### src/rtl/tx_wm_pkg.sv
package tx_wm_pkg;

    localparam int PERIOD_W = 8;

    typedef logic [PERIOD_W-1:0] period_t;

    typedef enum logic [1:0] {
        RING_EMPTY   = 2'd0,
        RING_PARTIAL = 2'd1,
        RING_FULL    = 2'd2
    } ring_state_e;

    typedef struct packed {
        logic fire;
        logic mark;
    } pop_info_t;

    function automatic period_t eff_period(input period_t p);
        return (p == '0) ? period_t'(1) : p;
    endfunction

endpackage

### src/rtl/tx_wm_pacer.sv
module tx_wm_pacer
    import tx_wm_pkg::*;
(
    input  logic    clk,
    input  logic    rst,
    input  logic    busy,
    input  period_t period,
    output logic    fire
);
    period_t tmr;
    period_t limit;

    assign limit = eff_period(period) - period_t'(1);
    assign fire  = busy && (tmr >= limit);

    always_ff @(posedge clk) begin
        if (rst) begin
            tmr <= '0;
        end else if (!busy || fire) begin
            tmr <= '0;
        end else begin
            tmr <= tmr + period_t'(1);
        end
    end
endmodule

### src/rtl/tx_wm_ptrs.sv
module tx_wm_ptrs
    import tx_wm_pkg::*;
#(
    parameter int DEPTH = 64,
    parameter int AW    = $clog2(DEPTH),
    parameter int CW    = $clog2(DEPTH + 1)
) (
    input  logic          clk,
    input  logic          rst,
    input  logic          push,
    input  logic          pop,
    output logic [AW-1:0] wr_ptr,
    output logic [AW-1:0] rd_ptr,
    output logic [CW-1:0] count,
    output ring_state_e   state
);
    always_ff @(posedge clk) begin
        if (rst) begin
            wr_ptr <= '0;
            rd_ptr <= '0;
            count  <= '0;
        end else begin
            if (push) wr_ptr <= wr_ptr + AW'(1);
            if (pop)  rd_ptr <= rd_ptr + AW'(1);
            unique case ({push, pop})
                2'b10:   count <= count + CW'(1);
                2'b01:   count <= count - CW'(1);
                default: count <= count;
            endcase
        end
    end

    always_comb begin
        if (count == '0)
            state = RING_EMPTY;
        else if (count == CW'(DEPTH))
            state = RING_FULL;
        else
            state = RING_PARTIAL;
    end
endmodule

### src/rtl/tx_wm_store.sv
module tx_wm_store #(
    parameter int DEPTH = 64,
    parameter int DW    = 16,
    parameter int AW    = $clog2(DEPTH)
) (
    input  logic             clk,
    input  logic             rst,
    input  logic             wr_en,
    input  logic [AW-1:0]    wr_idx,
    input  logic [DW-1:0]    wr_data,
    input  logic             flag_set,
    input  logic [AW-1:0]    flag_idx,
    input  logic             clr_en,
    input  logic [AW-1:0]    rd_idx,
    output logic [DW-1:0]    rd_data,
    output logic             rd_flag,
    output logic [DEPTH-1:0] flag_bits
);
    logic [DW-1:0]    data_q [DEPTH];
    logic [DEPTH-1:0] flag_q;
    logic [DEPTH-1:0] wr_sel;
    logic [DEPTH-1:0] set_sel;
    logic [DEPTH-1:0] clr_sel;

    for (genvar i = 0; i < DEPTH; i++) begin : g_sel
        assign wr_sel[i]  = wr_en    && (wr_idx   == AW'(i));
        assign set_sel[i] = flag_set && (flag_idx == AW'(i));
        assign clr_sel[i] = clr_en   && (rd_idx   == AW'(i));
    end

    always_ff @(posedge clk) begin
        for (int i = 0; i < DEPTH; i++) begin
            if (wr_sel[i]) data_q[i] <= wr_data;
        end
    end

    always_ff @(posedge clk) begin
        if (rst) begin
            flag_q <= '0;
        end else begin
            for (int i = 0; i < DEPTH; i++) begin
                if (set_sel[i])
                    flag_q[i] <= 1'b1;
                else if (wr_sel[i] || clr_sel[i])
                    flag_q[i] <= 1'b0;
            end
        end
    end

    assign rd_data   = data_q[rd_idx];
    assign rd_flag   = flag_q[rd_idx];
    assign flag_bits = flag_q;
endmodule

### src/rtl/tx_wm_ring.sv
module tx_wm_ring
    import tx_wm_pkg::*;
#(
    parameter int DEPTH = 64,
    parameter int DW    = 16
) (
    input  logic                         clk,
    input  logic                         rst,
    input  logic                         enq_valid,
    input  logic [DW-1:0]                enq_data,
    output logic                         enq_ready,
    input  logic [PERIOD_W-1:0]          period,
    output logic                         done_valid,
    output logic [DW-1:0]                done_data,
    output logic                         done_mark,
    output logic                         irq_status,
    input  logic                         irq_clear,
    output logic [$clog2(DEPTH+1)-1:0]   level
);
    localparam int AW  = $clog2(DEPTH);
    localparam int CW  = $clog2(DEPTH + 1);
    localparam int QTR = DEPTH / 4;

    logic [AW-1:0]    wr_ptr;
    logic [AW-1:0]    rd_ptr;
    logic [CW-1:0]    count;
    ring_state_e      state;
    logic             push;
    logic             fire;
    logic             arm;
    logic [AW-1:0]    flag_idx;
    logic [DEPTH-1:0] mark_bits;
    logic             rd_flag;
    pop_info_t        pinfo;

    assign enq_ready = (state != RING_FULL);
    assign push      = enq_valid && enq_ready;

    tx_wm_pacer u_pacer (
        .clk    (clk),
        .rst    (rst),
        .busy   (state != RING_EMPTY),
        .period (period),
        .fire   (fire)
    );

    tx_wm_ptrs #(.DEPTH(DEPTH), .AW(AW), .CW(CW)) u_ptrs (
        .clk    (clk),
        .rst    (rst),
        .push   (push),
        .pop    (fire),
        .wr_ptr (wr_ptr),
        .rd_ptr (rd_ptr),
        .count  (count),
        .state  (state)
    );

    // A push that takes the last free slot arms the wake-up flag
    assign arm      = push && !fire && (count == CW'(DEPTH - 1)) && (mark_bits == '0);
    assign flag_idx = rd_ptr + AW'(QTR);

    tx_wm_store #(.DEPTH(DEPTH), .DW(DW), .AW(AW)) u_store (
        .clk       (clk),
        .rst       (rst),
        .wr_en     (push),
        .wr_idx    (wr_ptr),
        .wr_data   (enq_data),
        .flag_set  (arm),
        .flag_idx  (flag_idx),
        .clr_en    (fire),
        .rd_idx    (rd_ptr),
        .rd_data   (done_data),
        .rd_flag   (rd_flag),
        .flag_bits (mark_bits)
    );

    assign pinfo = '{fire: fire, mark: rd_flag};

    always_ff @(posedge clk) begin
        if (rst)
            irq_status <= 1'b0;
        else if (pinfo.fire && pinfo.mark)
            irq_status <= 1'b1;
        else if (irq_clear)
            irq_status <= 1'b0;
    end

    assign done_valid = pinfo.fire;
    assign done_mark  = pinfo.fire && pinfo.mark;
    assign level      = count;
endmodule

### config.mk
export PLATFORM = sky130hd
export DESIGN_NAME = tx_wm_ring
export DESIGN_NICKNAME = d
export VERILOG_FILES = /design/src/rtl/tx_wm_pkg.sv /design/src/rtl/tx_wm_pacer.sv /design/src/rtl/tx_wm_ptrs.sv /design/src/rtl/tx_wm_store.sv /design/src/rtl/tx_wm_ring.sv
export SDC_FILE = /design/constraint.sdc
export NUM_CORES = 1
export LEC_CHECK = 0
export BUFFER_PORTS_ARGS = -buffer_cell sky130_fd_sc_hd__buf_2
export CAP_MARGIN = 25
export CORE_MARGIN = 10
export CORE_UTILIZATION = 45
export CTS_BUF_LIST = sky130_fd_sc_hd__clkbuf_8
export DETAILED_ROUTE_END_ITERATION = 8
export GPL_TIMING_DRIVEN = 0
export PLACE_DENSITY = 0.6
export SETUP_SLACK_MARGIN = 0.5
export SLEW_MARGIN = 10
export SYNTH_ARGS = -nofsm -noshare
export SYNTH_HDL_FRONTEND = slang
export SYNTH_SLANG_ARGS = --single-unit
### constraint.sdc
create_clock -name clk -period 4.6 [get_ports clk]
set_input_delay 0.92 -clock clk [delete_from_list [all_inputs] [get_ports clk]]
set_output_delay 0.92 -clock clk [all_outputs]
set_load 0.01 [all_outputs]
==> results.md <==
* Area growth from synthesis to final layout at 20.0%
* Reg-to-reg slack, setup at 0.71 ns
* Clock root buffer master: sky130_fd_sc_hd__clkbuf_8
* Final setup skew at about 0.023 ns
* Peak supply drop at about 0.26 mV
* Clock latency reported for the late side of the worst-skew pair at 0.84 ns
* Die area at between 0.1 and 0.15 sq mm
* Met1 demand-to-capacity share in global routing at 30.1%
* Row count at 115
* Worst Slack Setup Final at around 0.24 ns
* EDFF count, synth at between 1000 and 1500
* Core ar. at a little under 0.1 sq mm
* Transition time at the pin with the least slew margin at ~1.0 ns
* Crit path required time at ~3.7 ns
* Final setup violation count at 0
* Deepest clock path buffer count at 3
* Share of final-layout standard cells stronger than drive strength 1 at a little under two fifths
* Overall overflow remaining after global route at 0
* Fin cells at between 4000 and 5000
* CP Class: flop to output pin
* Average cell area after synthesis at between 20 and 25 sq um
* Effective utilization at floorplan at 45.3%
* Clock buffer count from CTS at 180
* Class of the worst hold path: primary input to flop
* Sequential area share after synthesis at approximately three quarters
* Instance count after placement with tap cells included at about 3600
* Grt peak-use layer: met2
* Die extent in y at about 330 um
* Worst path arrival time at 3.44 ns
* Count of endpoints failing hold in the final timing report at 0
* Launch instance of the worst register-to-register path: u_ptrs.count[0]
* Library cell occupying the most area in the post-synthesis netlist: sky130_fd_sc_hd__edfxtp_1
* Syn. warnings at 0
* Async S/R FF share, synth at 0%
* Final cycle utilization of the critical path at between 90 and 100%
* CTS Sinks at approximately 1100
* Placement Cell Area at ~0.048 sq mm
* Ys flop type: sky130_fd_sc_hd__edfxtp_1
* I/O pin total at 55
* Total wire length after detailed routing at roughly 120000 um
* Via count of the first global-routing pass at ~25000
* Max-cap check violation count at 0
* Buf/Inv on CP at 5
* Antenna-violating nets left at 0
* DR WL/cell at between 30 and 40 um
* Tmin final at 4.36 ns
* Maximum frequency from static timing analysis at around 230 MHz
* Worst R2R Path Depth at 17
* Post-Synthesis Net Count at approximately 2300
* Setup Slack @ Placement at -0.703 ns
* Total power at between 15 and 20 mW
* Yosys top cell area share at slightly below 70%
* Cell breakdown of the critical path: clkbuf_16 -> buf_6 -> clkbuf_16 -> buf_4 -> mux4_2 -> mux2_2 -> o22ai_1 -> a221oi_1 -> a221o_2 -> buf_6
* Max-slew violation count at 0
* Total of flip-flops plus latches after synthesis at 1122
* Hold Crit Endpoint: irq_status
* Drt pass-1 iters at 6
* Clock tree from TritonCTS: done
* Placer's final routability congestion estimate at roughly 0.92
* Leak Pwr at roughly 17 nW
* Post-synthesis cell count at 2210
* Slowest cell on the critical path: sky130_fd_sc_hd__mux4_2
* Final #Nets at about 2700
* Post-DR vias/cell at 6.10
* Post-detailed-placement half-perimeter wirelength at about 85000 um
* Unique cell type count in the Yosys netlist at 62
* Largest net degree at the start of global routing at 65
* Number of antenna violations at the first check in global routing at 2
* Cell types with the largest area share after synthesis: sky130_fd_sc_hd__edfxtp_1, sky130_fd_sc_hd__mux4_2, sky130_fd_sc_hd__dfxtp_1, sky130_fd_sc_hd__o221ai_1, sky130_fd_sc_hd__nor2_1
* Sort of element at the start of the critical path: flop
* Number of hold buffers added after CTS at 0
* Global routing usage on met2 at 35.2%
* Total via count after detailed routing at ~25000
* Hold path depth at 2
* Setup repair after global routing missed its margin: yes
* Pwr dens at 364 mW/mm^2
* Startpoint of the worst hold path: irq_clear
* Crit path largest cell delay at roughly 0.47 ns
* Critical path's top delay family: multiplexers
* Crit. End Element: output pin
* Cell with the most instances after synthesis: sky130_fd_sc_hd__edfxtp_1
* All-layer global routing usage at a little over a fifth
* Outcome: finished clean
* CP Max Fanout at 7
* M3 GR Usage at 4.91%
* Max-Slew Margin vs Limit at between 30% and 40%
* Depth of the CTS H-tree at 4
* CTS clk-pin slew, worst paths at roughly 0.06 ns
* Cell types with the highest counts after synthesis: sky130_fd_sc_hd__edfxtp_1, sky130_fd_sc_hd__mux4_2, sky130_fd_sc_hd__nor2_1
* Post-synthesis instance area at 0.0445 sq mm
* Die width at between 300 and 400 um
* Endpoint of the worst register-to-register path: u_store.flag_bits[15]
* Initial DRC count at 2979
* Non-Filler Cell Area, Final at approximately 0.053 sq mm
* Post-route DRC at 0
* Global-route wire length before repair at between 150000 and 200000 um
* Number of input and output port buffers inserted at 53
[registers in the layout, indices dropped and copies added (netlist names), named ones only]
signal and count:
u_ptrs.wr_ptr 6, u_ptrs.rd_ptr 6, u_pacer.tmr 8, u_store.flag_bits 64
u_ptrs.count 7, irq_status 1, u_store.data_q 1024
[how the worst max path moves through the flow]
stage,startpoint,to,depth (start not counted)
final,flop,done_data[3],10
after floorplan,period[4],u_ptrs.count[6],21
after detailed placement,period[4],u_store.flag_bits[7],22
after global routing,period[1],done_mark,17
after global placement,period[4],u_store.flag_bits[9],22
after CTS,flop,done_data[8],7
[cells in the final DEF (no fill, tap or decap), types with 15 or more instances in the layout]
master	netlist	final
sky130_fd_sc_hd__buf_8	0	71
sky130_fd_sc_hd__buf_12	0	31
sky130_fd_sc_hd__inv_1	12	72
sky130_fd_sc_hd__a21oi_2	0	18
sky130_fd_sc_hd__edfxtp_1	1024	1024
sky130_fd_sc_hd__mux4_2	321	321
sky130_fd_sc_hd__o22ai_4	0	16
sky130_fd_sc_hd__clkbuf_8	0	192
sky130_fd_sc_hd__nand2_1	112	109
sky130_fd_sc_hd__ha_1	25	19
sky130_fd_sc_hd__a21oi_1	74	56
sky130_fd_sc_hd__dfxtp_1	98	96
sky130_fd_sc_hd__clkinv_1	0	40
sky130_fd_sc_hd__buf_2	34	56
sky130_fd_sc_hd__o221ai_1	67	67
sky130_fd_sc_hd__mux2i_1	27	24
sky130_fd_sc_hd__nor2_2	0	70
sky130_fd_sc_hd__clkbuf_1	64	35
sky130_fd_sc_hd__nor2_1	123	46
sky130_fd_sc_hd__buf_4	0	50
sky130_fd_sc_hd__buf_16	0	17
sky130_fd_sc_hd__clkinv_2	0	15
sky130_fd_sc_hd__nand3_1	21	21
sky130_fd_sc_hd__buf_6	5	38
[logic make-up (layout without fill, tap and decap cells)]
family | count (synthesis) | count (layout) | synth area share (%)
AO/OA/AOI/OAI | 199 | 199 | 3.08
XOR/XNOR | 25 | 25 | 0.492
adder cells (fa/ha/maj) | 26 | 26 | 0.747
buffers and inverters | 138 | 676 | 1.34
flip-flops | 1122 | 1122 | 73.5
multiplexers | 357 | 357 | 17.1
other | 0 | 1 | 0
AND/OR/NAND/NOR | 343 | 343 | 3.78
[what timing repair did]
action / CTS / global route
pin swaps: 21 / 59
endpoints found under the setup margin: 74 / 84
cloned: 1 / 12
gates resized for setup: 245 / 107
setup buffers: 18 / 46
[through the flow]
| step | TNS, ns | util, % | hold WS (ns) |
|---|---|---|---|
| after floorplan | 0 | - | 0.426 |
| after detailed placement | -39.07 | 48.8 | 0.461 |
| after CTS | 0 | 53.2 | 0.189 |
| after global placement | -34.55 | 47.4 | 0.447 |
| after global routing | 0 | 54.4 | 0.209 |
| final | 0 | 54.4 | 0.269 |
[power by group]
group	internal, mW	leakage, nW	switching (mW)	total [mW]
clock network	3.88	1.88	3.91	7.80
registers	11.1	10.0	0.0138	11.2
logic	0.157	4.83	0.336	0.492
[final cells by class]
type | instances | area, sq um
fill | 7542 | 44800
sequential | 1122 | 32700
multi-input combinational | 950 | 12000
timing repair buffer | 217 | 2650
clock buffer | 190 | 2620
tap | 1287 | 1610
buffer | 123 | 1150
clock inverter | 131 | 636
inverter | 15 | 63.8
antenna | 1 | 2.50
[layer usage]
layer,vias up,part of all wire [%]
met3,197,8.0
met4,0,2.4
li1,10080,-
met5,-,0
met1,13177,41
met2,1154,48
No activity file was read; power rests on OpenSTA's default activity.
